**config.mk**
```make
export PLATFORM = sky130hd
export DESIGN_NAME = uart_rx_brk
export DESIGN_NICKNAME = d
export VERILOG_FILES = /design/src/rtl/uart_rx_pkg.sv /design/src/rtl/rx_line_sync.sv /design/src/rtl/rx_char_fsm.sv /design/src/rtl/rx_result_reg.sv /design/src/rtl/uart_rx_brk.sv
export SDC_FILE = /design/constraint.sdc
export NUM_CORES = 1
export LEC_CHECK = 0
export CAP_MARGIN = 10
export CORE_UTILIZATION = 50
export CTS_CLUSTER_DIAMETER = 60
export DETAILED_ROUTE_END_ITERATION = 6
export PLACE_DENSITY_LB_ADDON = 0.12
export REMOVE_ABC_BUFFERS = 1
export SYNTH_ARGS = -nofsm -noshare
export SYNTH_HDL_FRONTEND = slang
export SYNTH_SLANG_ARGS = --single-unit
export TNS_END_PERCENT = 50
```
**constraint.sdc**
```tcl
create_clock -name clk -period 4.2 [get_ports clk]
set_clock_uncertainty 0.1 [all_clocks]
set_input_delay 0.42 -clock clk [delete_from_list [all_inputs] [get_ports clk]]
set_output_delay 0.42 -clock clk [all_outputs]
set_load 0.02 [all_outputs]
```
**src/rtl/uart_rx_pkg.sv**
```systemverilog
package uart_rx_pkg;

  parameter int unsigned DW_MAX = 8;
  localparam int unsigned NW = $clog2(DW_MAX + 1);

  typedef enum logic [2:0] {
    ST_IDLE,
    ST_START,
    ST_DATA,
    ST_PAR,
    ST_STOP,
    ST_BRK
  } rx_state_e;

  typedef struct packed {
    logic [DW_MAX-1:0] data;
    logic              perr;
    logic              ferr;
    logic              brk;
  } rx_char_t;

  // data length encoded by the 2-bit select: DW_MAX-3 .. DW_MAX
  function automatic logic [NW-1:0] width_of(input logic [1:0] sel);
    return NW'(DW_MAX - 3) + NW'(sel);
  endfunction

  // 1 when data plus parity bit do not match the selected sense
  function automatic logic parity_bad(input logic [DW_MAX-1:0] d,
                                      input logic pbit, input logic odd);
    return (^d) ^ pbit ^ odd;
  endfunction

  // bits enter at the top of the shift register; move them down
  function automatic logic [DW_MAX-1:0] align(input logic [DW_MAX-1:0] sh,
                                              input logic [NW-1:0] n);
    return sh >> (NW'(DW_MAX) - n);
  endfunction

endpackage

```
**src/rtl/rx_line_sync.sv**
```systemverilog
module rx_line_sync #(
  parameter int unsigned STAGES = 2
) (
  input  logic clk,
  input  logic rst_n,
  input  logic async_i,
  output logic sync_o
);
  logic [STAGES-1:0] q;

  generate
    if (STAGES == 1) begin : g_one
      always_ff @(posedge clk or negedge rst_n) begin
        if (!rst_n) q <= '1;
        else        q <= async_i;
      end
    end else begin : g_chain
      always_ff @(posedge clk or negedge rst_n) begin
        if (!rst_n) q <= '1;
        else        q <= {q[STAGES-2:0], async_i};
      end
    end
  endgenerate

  assign sync_o = q[STAGES-1];
endmodule

```
**src/rtl/rx_char_fsm.sv**
```systemverilog
module rx_char_fsm
  import uart_rx_pkg::*;
#(
  parameter int unsigned OVS = 16
) (
  input  logic       clk,
  input  logic       rst_n,
  input  logic       tick_i,
  input  logic       rx_i,
  input  logic [1:0] dbits_sel_i,
  input  logic       par_en_i,
  input  logic       par_odd_i,
  output logic       stop_ev_o,
  output logic       reject_ev_o,
  output logic       brk_wait_o,
  output rx_char_t   char_o
);
  localparam int unsigned CW   = $clog2(OVS);
  localparam int unsigned HALF = OVS / 2;
  localparam logic [CW-1:0] LIM_HALF = CW'(HALF - 1);
  localparam logic [CW-1:0] LIM_FULL = CW'(OVS - 1);

  rx_state_e         state;
  logic [CW-1:0]     cnt;
  logic [NW-1:0]     bit_idx;
  logic [DW_MAX-1:0] shreg;
  logic              pbit;
  logic              zacc;

  logic [NW-1:0]     nbits;
  logic [CW-1:0]     limit;
  logic              sample;
  logic              brk_now;
  logic [DW_MAX-1:0] data_al;

  always_comb begin
    nbits   = width_of(dbits_sel_i);
    limit   = (state == ST_START) ? LIM_HALF : LIM_FULL;
    sample  = tick_i && (cnt == limit);
    brk_now = zacc && !rx_i;
    data_al = align(shreg, nbits);
  end

  assign stop_ev_o   = (state == ST_STOP) && sample;
  assign reject_ev_o = (state == ST_START) && sample && rx_i;
  assign brk_wait_o  = (state == ST_BRK);

  always_comb begin
    char_o.data = data_al;
    char_o.brk  = brk_now;
    char_o.ferr = !rx_i;
    char_o.perr = par_en_i && !brk_now && parity_bad(data_al, pbit, par_odd_i);
  end

  always_ff @(posedge clk or negedge rst_n) begin
    if (!rst_n) begin
      state   <= ST_IDLE;
      cnt     <= '0;
      bit_idx <= '0;
      shreg   <= '0;
      pbit    <= 1'b0;
      zacc    <= 1'b0;
    end else begin
      unique case (state)
        ST_IDLE: begin
          if (tick_i && !rx_i) begin
            state <= ST_START;
            cnt   <= '0;
          end
        end
        ST_BRK: begin
          if (tick_i && rx_i) state <= ST_IDLE;
        end
        default: begin
          if (tick_i) begin
            if (!sample) begin
              cnt <= cnt + 1'b1;
            end else begin
              cnt <= '0;
              unique case (state)
                ST_START: begin
                  if (rx_i) begin
                    state <= ST_IDLE;
                  end else begin
                    state   <= ST_DATA;
                    bit_idx <= '0;
                    zacc    <= 1'b1;
                  end
                end
                ST_DATA: begin
                  shreg <= {rx_i, shreg[DW_MAX-1:1]};
                  zacc  <= zacc && !rx_i;
                  if (bit_idx == NW'(nbits - 1'b1)) begin
                    state <= par_en_i ? ST_PAR : ST_STOP;
                  end else begin
                    bit_idx <= bit_idx + 1'b1;
                  end
                end
                ST_PAR: begin
                  pbit  <= rx_i;
                  zacc  <= zacc && !rx_i;
                  state <= ST_STOP;
                end
                default: begin
                  if (brk_now) begin
                    state <= ST_BRK;
                  end else if (!rx_i) begin
                    state   <= ST_DATA;
                    bit_idx <= '0;
                    zacc    <= 1'b1;
                  end else begin
                    state <= ST_IDLE;
                  end
                end
              endcase
            end
          end
        end
      endcase
    end
  end
endmodule

```
**src/rtl/rx_result_reg.sv**
```systemverilog
module rx_result_reg
  import uart_rx_pkg::*;
(
  input  logic     clk,
  input  logic     rst_n,
  input  logic     load_i,
  input  rx_char_t char_i,
  output logic     valid_o,
  output rx_char_t char_o
);
  always_ff @(posedge clk or negedge rst_n) begin
    if (!rst_n) begin
      valid_o <= 1'b0;
      char_o  <= '0;
    end else begin
      valid_o <= load_i;
      if (load_i) char_o <= char_i;
    end
  end
endmodule

```
**src/rtl/uart_rx_brk.sv**
```systemverilog
module uart_rx_brk
  import uart_rx_pkg::*;
#(
  parameter int unsigned OVS_RATE    = 16,
  parameter int unsigned SYNC_STAGES = 2
) (
  input  logic              clk,
  input  logic              rst_n,
  input  logic              rx_i,
  input  logic              os_tick_i,
  input  logic [1:0]        dbits_sel_i,
  input  logic              par_en_i,
  input  logic              par_odd_i,
  output logic              char_valid_o,
  output logic [DW_MAX-1:0] char_data_o,
  output logic              perr_o,
  output logic              ferr_o,
  output logic              brk_o
);
  logic     rx_s;
  logic     ev_stop;
  logic     ev_reject;
  logic     brk_wait;
  rx_char_t char_w;
  rx_char_t char_q;

  rx_line_sync #(.STAGES(SYNC_STAGES)) sync_i (
    .clk     (clk),
    .rst_n   (rst_n),
    .async_i (rx_i),
    .sync_o  (rx_s)
  );

  rx_char_fsm #(.OVS(OVS_RATE)) fsm_i (
    .clk         (clk),
    .rst_n       (rst_n),
    .tick_i      (os_tick_i),
    .rx_i        (rx_s),
    .dbits_sel_i (dbits_sel_i),
    .par_en_i    (par_en_i),
    .par_odd_i   (par_odd_i),
    .stop_ev_o   (ev_stop),
    .reject_ev_o (ev_reject),
    .brk_wait_o  (brk_wait),
    .char_o      (char_w)
  );

  rx_result_reg out_i (
    .clk     (clk),
    .rst_n   (rst_n),
    .load_i  (ev_stop),
    .char_i  (char_w),
    .valid_o (char_valid_o),
    .char_o  (char_q)
  );

  assign char_data_o = char_q.data;
  assign perr_o      = char_q.perr;
  assign ferr_o      = char_q.ferr;
  assign brk_o       = char_q.brk;
endmodule

```
# Yosys cells after proc, flatten, opt, wreduce, memory -nomap -nowiden
# Cells that the tools add are included.
# Widths: inputs -> output; s select.
# op_classes
add_sub_neg	5
n_mux	22
bitwise	5
reduce_logical	22
shift	1
n_eq_ne	13
# op_table
cell	count
$mux 4	7
$mux 3	7
$pmux 4 s3	1
$reduce_and 4->1	3
$pmux 3 s3	1
$add 4x1->4 const B	2
$eq 4x4->1	2
$pmux 4 s2	1
$reduce_xor 8->1	1
$shr 8x4->8	1
$logic_and 1x1->1	7
$eq 3x2->1 const B	2
$eq 3x3->1 const B	2
$ne 3x3->1 const B	2
$pmux 3 s2	1
$reduce_and 6->1	1
$reduce_bool 3->1	2
$reduce_and 5->1	1
$add 3x2->4 const A	1
$ne 2x1->1 const B	2
$ne 4x3->1 const B	1
$reduce_or 2->1	2
$sub 4x1->4 const B	1
$sub 4x4->4 const A	1
other kinds (11)	16
# totals
wordCells	80
reg_bits	35

# Depth between registers and ports, before layout
# Gate-level depths: netlist of the first run.
# logic_depth
depth_word	8
mapped_depth	9

# Hierarchy
# Synthesis of the first run repeated with hierarchy kept, for this count alone.
# unflattened
hier_cells	219
area_unflattened_um2	2308.5
# by_module_without_submodules
module	cells_per_inst	instances	area_each_um2
rx_char_fsm	193	1	1783.0
rx_result_reg	24	1	473.0
rx_line_sync	2	1	52.6

# Worst setup path before layout of the first run
# Ideal clock, no wire load.
# synth_timing
kind	input to register
from	in dbits_sel_i[0]
to	reg fsm_i.state[0]
required_time_ps	3975
path_buffers	2
cell_stages	9
setup_time_ps	125
path_slack_ps	1799
t_arrival_ps	2176
path_cell_list	ha_1 > buf_6 > buf_2 > xnor2_1 > mux2i_1 > a211oi_1 > o21ai_0 > and2_1 > mux2_2
# synth_via
elab_chain_cells	5
# synth_rtl
element	line	text
from (decl)	uart_rx_brk.sv:11	input logic [1:0] dbits_sel_i,
$add 3x2->4	uart_rx_pkg.sv:24	return NW'(DW_MAX - 3) + NW'(sel);
$sub 4x1->4	rx_char_fsm.sv:93	if (bit_idx == NW'(nbits - 1'b1)) begin
$eq 4x4->1	rx_char_fsm.sv:93	
$ne 4x3->1 (no source line)	n/a	
$reduce_and 5->1 (no source line)	n/a	
to (signal assigned)	rx_char_fsm.sv:94	state <= par_en_i ? ST_PAR : ST_STOP;
to (decl)	rx_char_fsm.sv:23	rx_state_e state;
# Every way passes these cells.
# A chain may end at the register's enable or synchronous reset.

# Final worst setup path of the first run
# layout_timing
from	in dbits_sel_i[0]
to	reg out_i.char_o[2] in the netlist's numbering
# layout_via
elab_chain_cells	7
# layout_rtl
element	line	text
$add 3x2->4	uart_rx_pkg.sv:24	
$sub 4x4->4	uart_rx_pkg.sv:36	return sh >> (NW'(DW_MAX) - n);
$shr 8x4->8	uart_rx_pkg.sv:36	
$reduce_xor 8->1	uart_rx_pkg.sv:30	return (^d) ^ pbit ^ odd;
$xor 1x1->1 (2 in a row)	uart_rx_pkg.sv:30	
$logic_and 1x1->1	rx_char_fsm.sv:52	char_o.perr = par_en_i && !brk_now && parity_bad(data_al, pbit, par_odd_i);
to (signal assigned)	rx_result_reg.sv:17	if (load_i) char_o <= char_i;
to (decl)	rx_result_reg.sv:9	output rx_char_t char_o
# Every way passes these cells.

==> results of run 1 <==
## cell usage in the layout (no fill, tap or decap), types with 3 or more instances in the layout
master / Yosys / routed
nand3_1: 8 / 8
mux4_2: 5 / 5
o21ai_0: 24 / 24
a21oi_1: 7 / 7
xnor2_1: 8 / 8
nor2_1: 6 / 6
mux2i_1: 3 / 3
mux2_2: 11 / 11
a31oi_1: 3 / 3
inv_1: 5 / 5
ha_1: 4 / 4
and2_1: 3 / 3
clkdlybuf4s50_1: 0 / 19
nand2b_1: 5 / 5
nor2b_1: 4 / 4
nand2_1: 29 / 29
dfrtp_1: 33 / 33
clkbuf_8: 0 / 5
## final timing paths
kind                       cells past startpoint      startpoint               to  slack [ns]
max                                            9  dbits_sel_i[0]  out_i.char_o[2]        1.13
min                                            0     sync_i.q[0]      sync_i.q[1]        0.26
max reg2reg                                    6  fsm_i.state[0]  out_i.char_o[2]        1.67
min reg2reg                                    0     sync_i.q[0]      sync_i.q[1]        0.26
max in group asynchronous                      2           rst_n      sync_i.q[0]        3.20
min in group asynchronous                      2           rst_n  out_i.char_o[8]        0.45
## area by class of cell
type / count / area (sq um)
Fill cell: 322 / 1470
Multi-Input combinational cell: 152 / 1090
Sequential cell: 35 / 878.3
Timing Repair Buffer: 21 / 205.2
Clock buffer: 7 / 76.32
Tap cell: 48 / 60.06
Inverter: 5 / 18.77
## power by group through the flow
stage	sequential, uW	combinational, uW	clock, uW
after floorplan	415	194	0
after global placement	427	238	0
after detailed placement	430	246	0
after CTS	424	247	229
after global routing	432	286	243
final	425	247	219
## cell usage after synthesis, types with 3 or more instances
library cell	number
a21oi_1	7
a31oi_1	3
and2_1	3
buf_2	6
clkbuf_1	5
dfrtp_1	33
ha_1	4
inv_1	5
mux2_2	11
mux2i_1	3
mux4_2	5
nand2_1	29
nand2b_1	5
nand3_1	8
nor2_1	6
nor2b_1	4
o21ai_0	24
xnor2_1	8
## registers in the layout, summed over array words and instances, names as in the netlist
signal	count
fsm_i.bit_idx	4
fsm_i.cnt	4
fsm_i.pbit	1
fsm_i.shreg	8
fsm_i.state	3
fsm_i.zacc	1
out_i.char_o	11
out_i.valid_o	1
sync_i.q	2
## kinds of logic after synthesis
kind of cell / count (synthesis) / synth area share, %
xor gates and xnor gates: 10 / 4.991
adders and majority gates: 4 / 2.435
buffers and inverters: 19 / 4.260
muxes: 19 / 12.96
AOI/OAI and AO/OA: 51 / 15.28
DFF: 35 / 42.73
and+or+nand+nor: 68 / 17.35
## stage by stage
step,cell area (sq um),total power [uW],util [%],cells
after floorplan,1987,609.0,-,192
after global placement,2252,665.0,59.29,261
after detailed placement,2252,676.3,59.29,261
after CTS,2328,899.9,61.30,268
after global routing,2328,961.5,61.30,268
final,2328,890.4,61.30,268
## layer usage
| layer | vias up | share of wire, % |
|---|---|---|
| li1 | 758 | - |
| met1 | 682 | 51 |
| met2 | 28 | 44 |
| met3 | 5 | 4.0 |
| met4 | 0 | 1.4 |
| met5 | - | 0 |
==> flow_summary.json, run 1 <==
{
  "status": "complete, no violations",
  "fmax_ghz": 0.3262,
  "wl_um": 3602,
  "num_io_pins": 20,
  "power.density_nw_per_um2": 382.4,
  "cp.buffers_inverters": 2,
  "pre_cts_slack_ns": 0.8055,
  "fp.dieW_um": 66.12,
  "yosys_warnings": 0,
  "core_area_sq_um": 3799,
  "cts_tree": "done",
  "p_int_uw": 595.3,
  "grtUsageMet1_pct": 26.17,
  "p_comb_share_pct": 27.7,
  "cts_buffers": 5,
  "syn_area_sq_um": 2056,
  "wl_per_cell_um": 13.44,
  "synth_cells": 206,
  "antenna_found_initial": 0,
  "die_height_um": 66.12,
  "root_buffer": "clkbuf_8",
  "overflow": 0,
  "max_stage_delay_ns": 0.59,
  "grt_max_degree": 36,
  "grt_use_met3_pct": 6.207,
  "vias_per_cell": 5.496,
  "htree_levels": 2,
  "clockPowerShare_pct": 24.6,
  "synthDistinctLibCells": 49,
  "finalHoldViolCount": 0,
  "port_buffers": 19,
  "tightest_slew_ns": 0.8228,
  "p_switching_uw": 295.0,
  "cp_slowest_cell": "ha_1",
  "area_delta_synth_final_pct": 13.27,
  "cts_setup_buffers": 0,
  "grt_most_used_layer": "met2",
  "drtPass1Iterations": 4,
  "fin_ws_ns": 1.134,
  "initial_core_util_pct": 54.12,
  "cts_resized": 0,
  "n_antenna_cell": 0,
  "finalSetupViolations": 0,
  "synth.area.top_cells": "dfrtp_1 (40%), mux2_2 (6.0%), o21ai_0 (5.8%)",
  "fin_tns_setup_ns": 0,
  "pwr-share-seq_pct": 47.7,
  "synth-seq-cells": 35,
  "crit_chain": "clkdlybuf4s50_1, buf_4, ha_1, mux4_2, xor3_1, nand2_1, xnor2_1, xnor2_1, o31ai_2",
  "numClockSinks": 35,
  "cp.arrival_ns": 3.11,
  "fin_worst_hold_slack_ns": 0.2560,
  "finalMaxSlewViolations": 0,
  "antenna_left": 0,
  "cts_hold_buf": 0,
  "path_delay_family": "XOR/XNOR gates",
  "synth_edf_count": 0,
  "grt_pass1_wl_um": 6423,
  "drt-initial-drc-count": 42,
  "synth_top_area_cell": "dfrtp_1",
  "ys_seq_area_share_pct": 42.73,
  "crit_required_ns": 4.24,
  "hold_path.class": "reg2reg",
  "ir_drop_uv": 270.3,
  "max_slew_margin_pct": 44.76,
  "gp_congestion": 0.8000,
  "crit_top_cell": "xnor2_1",
  "first_global_vias": 1383,
  "synthFlopType": "dfrtp_1",
  "clkTransAtPathRegs_ns": 0.06,
  "critPathCaptureType": "register",
  "drive_above_1_share_pct": 14.09,
  "post-route-min-period_ns": 3.066,
  "yosysTopAreaCellShare_pct": 40.17,
  "vias": 1473,
  "drc_errors": 0,
  "worstPathMaxFanout": 17,
  "swShare_pct": 33.14,
  "clkLatencyLatePin_ns": 0.28,
  "use_met2_pct": 31.25,
  "die_area_sq_um": 4372,
  "async_flop_share_pct": 100.0,
  "rsz0062_at_grt": "false",
  "nets": 232,
  "crit_type": "in2reg",
  "dp_hpwl_um": 2638,
  "cts_buffer_depth": 2,
  "grt_usage_pct": 19.93,
  "cellLeakagePower_uw": 0.0009825,
  "synth.avg_cell_area_sq_um": 9.979,
  "rows": 22,
  "critPathLaunchType": "input pin",
  "period_share_pct": 73.00,
  "drv_cap": 0
}
(Power assumes the default switching activity.)
==> run 2: changes to the inputs <==
- clock period: 4.2 -> 2.8 ns (I/O delays scaled with it)
==> flow_summary.json, run 2 (synthesized netlist as in run 1, its figures left out) <==
{
  "status": "complete, no violations",
  "clkTransAtPathRegs_ns": 0.06,
  "rsz0062_at_grt": "false",
  "final_cell_mix": "dfrtp_1 (33), nand2_1 (29), o21ai_0 (24), clkdlybuf4s50_1 (19), mux2_2 (11)",
  "fin_ws_ns": 0.2348,
  "vias_per_cell": 5.715,
  "grt_pass1_wl_um": 6741,
  "critPathCaptureType": "register",
  "antenna_found_initial": 0,
  "critPathLaunchType": "input pin",
  "num_io_pins": 20,
  "n_antenna_cell": 0,
  "area_delta_synth_final_pct": 15.64,
  "rows": 22,
  "htree_levels": 2,
  "final_area_sq_um": 2377,
  "drc_errors": 0,
  "fin_tns_setup_ns": 0,
  "max_slew_margin_pct": 71.37,
  "finalSetupViolations": 0,
  "pre_cts_slack_ns": -0.06276,
  "cellLeakagePower_uw": 0.001014,
  "vias": 1566,
  "die_area_sq_um": 4372,
  "fin_worst_hold_slack_ns": 0.2569,
  "cts_buffer_depth": 2,
  "gp_congestion": 0.8242,
  "crit_chain": "clkdlybuf4s50_1, ha_1, buf_4, mux4_2, xor2_1, and4_1, o21ai_2, xnor2_1, o31ai_2",
  "cts_setup_buffers": 0,
  "crit_required_ns": 2.88,
  "post-route-min-period_ns": 2.565,
  "finalMaxSlewViolations": 0,
  "numClockSinks": 35,
  "regMostFlops": "out_i.char_o",
  "die_height_um": 66.12,
  "place_area_sq_um": 2305,
  "path_delay_family": "buffers and inverters",
  "cts_buffers": 5,
  "core_area_sq_um": 3799,
  "period_share_pct": 91.61,
  "overflow": 0,
  "final_util_pct": 62.58,
  "nets": 239,
  "fmax_ghz": 0.3898,
  "finalHoldViolCount": 0,
  "cts_tree": "done",
  "cts_resized": 0,
  "drtPass1Iterations": 5,
  "antenna_left": 0,
  "dp_hpwl_um": 2802,
  "drive_above_1_share_pct": 16.81,
  "largest_reg_flops": 11,
  "max_stage_delay_ns": 0.51,
  "regArea_sq_um": 878.3,
  "port_buffers": 19,
  "first_global_vias": 1521,
  "hold_path.class": "reg2reg",
  "fp.dieW_um": 66.12,
  "cp.buffers_inverters": 2,
  "top_regs": "out_i.char_o: 11 flops, fsm_i.shreg: 8 flops",
  "wl_per_cell_um": 13.89,
  "cp.arrival_ns": 2.64,
  "worstPathMaxFanout": 6,
  "grt_max_degree": 36,
  "initial_core_util_pct": 54.12,
  "ir_drop_uv": 323.1,
  "power.density_nw_per_um2": 573.1,
  "cp_slowest_cell": "mux4_2",
  "multiInputGateArea_sq_um": 1090,
  "cts_hold_buf": 0,
  "grt_usage_pct": 20.21,
  "mostFrequentLayoutCell": "dfrtp_1",
  "drt-initial-drc-count": 91,
  "drv_cap": 0,
  "tightest_slew_ns": 0.4250,
  "fillCellCount": 322,
  "root_buffer": "clkbuf_8",
  "clkLatencyLatePin_ns": 0.27,
  "wl_um": 3805,
  "crit_type": "in2reg"
}
==> run 2: path summary, 6_finish.rpt <==
path | from | endpoint | slack, ns | depth (start not counted)
max in group asynchronous | rst_n | sync_i.q[0] | 1.94 | 2
min in group asynchronous | rst_n | out_i.char_o[0] | 0.32 | 2
worst min-delay path | sync_i.q[0] | sync_i.q[1] | 0.26 | 0
worst min register to register | sync_i.q[0] | sync_i.q[1] | 0.26 | 0
worst max-delay path | dbits_sel_i[0] | out_i.char_o[2] | 0.23 | 9
worst max register to register | fsm_i.state[2] | fsm_i.state[0] | 0.45 | 6
==> run 2: layer usage <==
layer  vias to the layer above  global-route usage [%]  wire [um]
li1                        772                       -          -
met1                       757                   28.64       1864
met2                        31                   31.12       1759
met3                         6                   3.793        136
met4                         0                   6.649         44
met5                         -                       0          0
==> run 2: metrics by stage <==
stage                     std cells  total power [uW]
after floorplan                 192             913.5
after global placement          268              1028
after detailed placement        268              1053
after CTS                       274              1375
after global routing            274              1457
final                           274              1363
==> run 2: area by class of cell <==
cell class / count / share of cell area, %
inverters: 5 / 0.7895
multi-input cells: 152 / 45.84
clock buffers: 6 / 3.053
repair buffers: 28 / 10.84
well taps: 48 / 2.526
flip-flops and latches: 35 / 36.95
==> run 2: where the power goes <==
group	switching [uW]	internal [uW]
sequential	60.0	549
clock	153	165
combinational	235	200
total	448	915
==> run 3: changes to the inputs <==
- CTS_CLUSTER_DIAMETER: 60 -> unset
- REMOVE_ABC_BUFFERS: 1 -> unset
- SKIP_CTS_REPAIR_TIMING: unset -> 1
==> flow_summary.json, run 3 (synthesized netlist as in run 1, its figures left out) <==
{
  "drtPass1Iterations": 4,
  "min_from": "sync_i.q[0]",
  "wl_per_cell_um": 14.27,
  "n_antenna_cell": 0,
  "cp.arrival_ns": 2.59,
  "num_io_pins": 20,
  "period_share_pct": 88.67,
  "fin_ws_ns": 0.3173,
  "post-route-min-period_ns": 2.483,
  "clkTransAtPathRegs_ns": 0.08,
  "wl_um": 3925,
  "antenna_found_initial": 0,
  "overflow": 0,
  "rows": 22,
  "fmax_ghz": 0.4028,
  "die_height_um": 66.12,
  "regMostFlops": "out_i.char_o",
  "first_global_vias": 1506,
  "pre_cts_slack_ns": -0.01690,
  "dp_hpwl_um": 2821,
  "cts_buffers": 5,
  "endpoint": "out_i.char_o[2]",
  "cellLeakagePower_uw": 0.001039,
  "worstPathMaxFanout": 3,
  "drv_cap": 0,
  "drt-initial-drc-count": 40,
  "cts_tree": "done",
  "vias": 1569,
  "critPathLaunchType": "input pin",
  "mostFrequentLayoutCell": "dfrtp_1",
  "final_cell_mix": "dfrtp_1 (33), nand2_1 (29), o21ai_0 (24), clkdlybuf4s50_1 (19), mux2_2 (11)",
  "gp_congestion": 0.8033,
  "r2r_cells": 5,
  "crit_type": "in2reg",
  "r2r-end": "fsm_i.shreg[1]",
  "die_area_sq_um": 4372,
  "hold_path.class": "reg2reg",
  "ir_drop_uv": 334.3,
  "critPathLaunch": "dbits_sel_i[1]",
  "clkLatencyLatePin_ns": 0.30,
  "port_buffers": 19,
  "grt_pass1_wl_um": 6886,
  "nets": 238,
  "fp.dieW_um": 66.12,
  "status": "complete, no violations",
  "initial_core_util_pct": 54.12,
  "antenna_left": 0,
  "reg2reg_from": "fsm_i.state[1]",
  "fillCellCount": 321,
  "power.total_uw": 1507,
  "power.density_nw_per_um2": 620.9,
  "htree_levels": 2,
  "reg2reg_slack_ns": 0.51,
  "cts_buffer_depth": 2,
  "crit_required_ns": 2.91,
  "root_buffer": "clkbuf_8",
  "finalSetupViolations": 0,
  "numClockSinks": 35,
  "grt_usage_pct": 21.08,
  "drive_above_1_share_pct": 17.62,
  "largest_reg_flops": 11,
  "tightest_slew_ns": 0.4437,
  "rsz0062_at_grt": "false",
  "critPathCaptureType": "register",
  "top_regs": "out_i.char_o: 11 flops, fsm_i.shreg: 8 flops",
  "finalHoldViolCount": 0,
  "finalMaxSlewViolations": 0,
  "drc_errors": 0,
  "max_slew_margin_pct": 70.36,
  "vias_per_cell": 5.705,
  "grt_max_degree": 36,
  "core_area_sq_um": 3799,
  "area_delta_synth_final_pct": 18.08,
  "synth_nets": 218,
  "fin_tns_setup_ns": 0
}
[run 3: worst min-delay path by stage]
stage	to	slack (ns)	cells after the start
2_1_floorplan	fsm_i.bit_idx[0]	-0.12	0
3_3_place_gp	sync_i.q[1]	0.25	0
3_5_place_dp	sync_i.q[1]	0.25	0
4_1_cts	sync_i.q[1]	0.26	0
5_1_grt	sync_i.q[1]	0.26	0
6_report	sync_i.q[1]	0.26	0
[run 3: power breakdown]
part	total [uW]	switching, uW	leakage (uW)	internal [uW]
combinational	434	239	0.000512	195
sequential	603	54.5	0.000466	549
clock	470	182	0.0000612	288
[run 3: final cells by class]
type / count / area, sq um / share of cell area (%)
sequential: 35 / 878.3 / 36.19
inverter: 5 / 18.77 / 0.7732
clock buffer: 6 / 82.58 / 3.402
multi-input combinational: 152 / 1090 / 44.90
timing repair buffer: 27 / 262.8 / 10.82
clock inverter: 2 / 35.03 / 1.443
tap: 48 / 60.06 / 2.474
[run 3: per-layer routing]
layer | global-route usage (%) | share of wire [%] | vias up
met1 | 27.65 | 48 | 755
met4 | 6.117 | 1.3 | 0
li1 | - | - | 774
met2 | 33.67 | 46 | 35
met3 | 6.207 | 4.2 | 5
met5 | 0 | 0 | -
[run 3: per-stage QoR]
step | util, % | cells | area [sq um] | hold slack, ns
detailed placement | 60.80 | 267 | 2310 | 0.2470
floorplan | - | 206 | 2056 | -0.1156
global placement | 60.80 | 267 | 2310 | 0.2459
finish | 63.90 | 275 | 2427 | 0.2571
CTS | 63.90 | 275 | 2427 | 0.2567
global route | 63.90 | 275 | 2427 | 0.2624
[run 3: worst max-delay path, cell delays in order]
cell,delay (ns)
clkdlybuf4s50_1,0.43
ha_1,0.39
mux4_2,0.56
xor3_1,0.39
nand2_1,0.07
xnor2_1,0.18
xnor2_1,0.11
o31ai_2,0.18
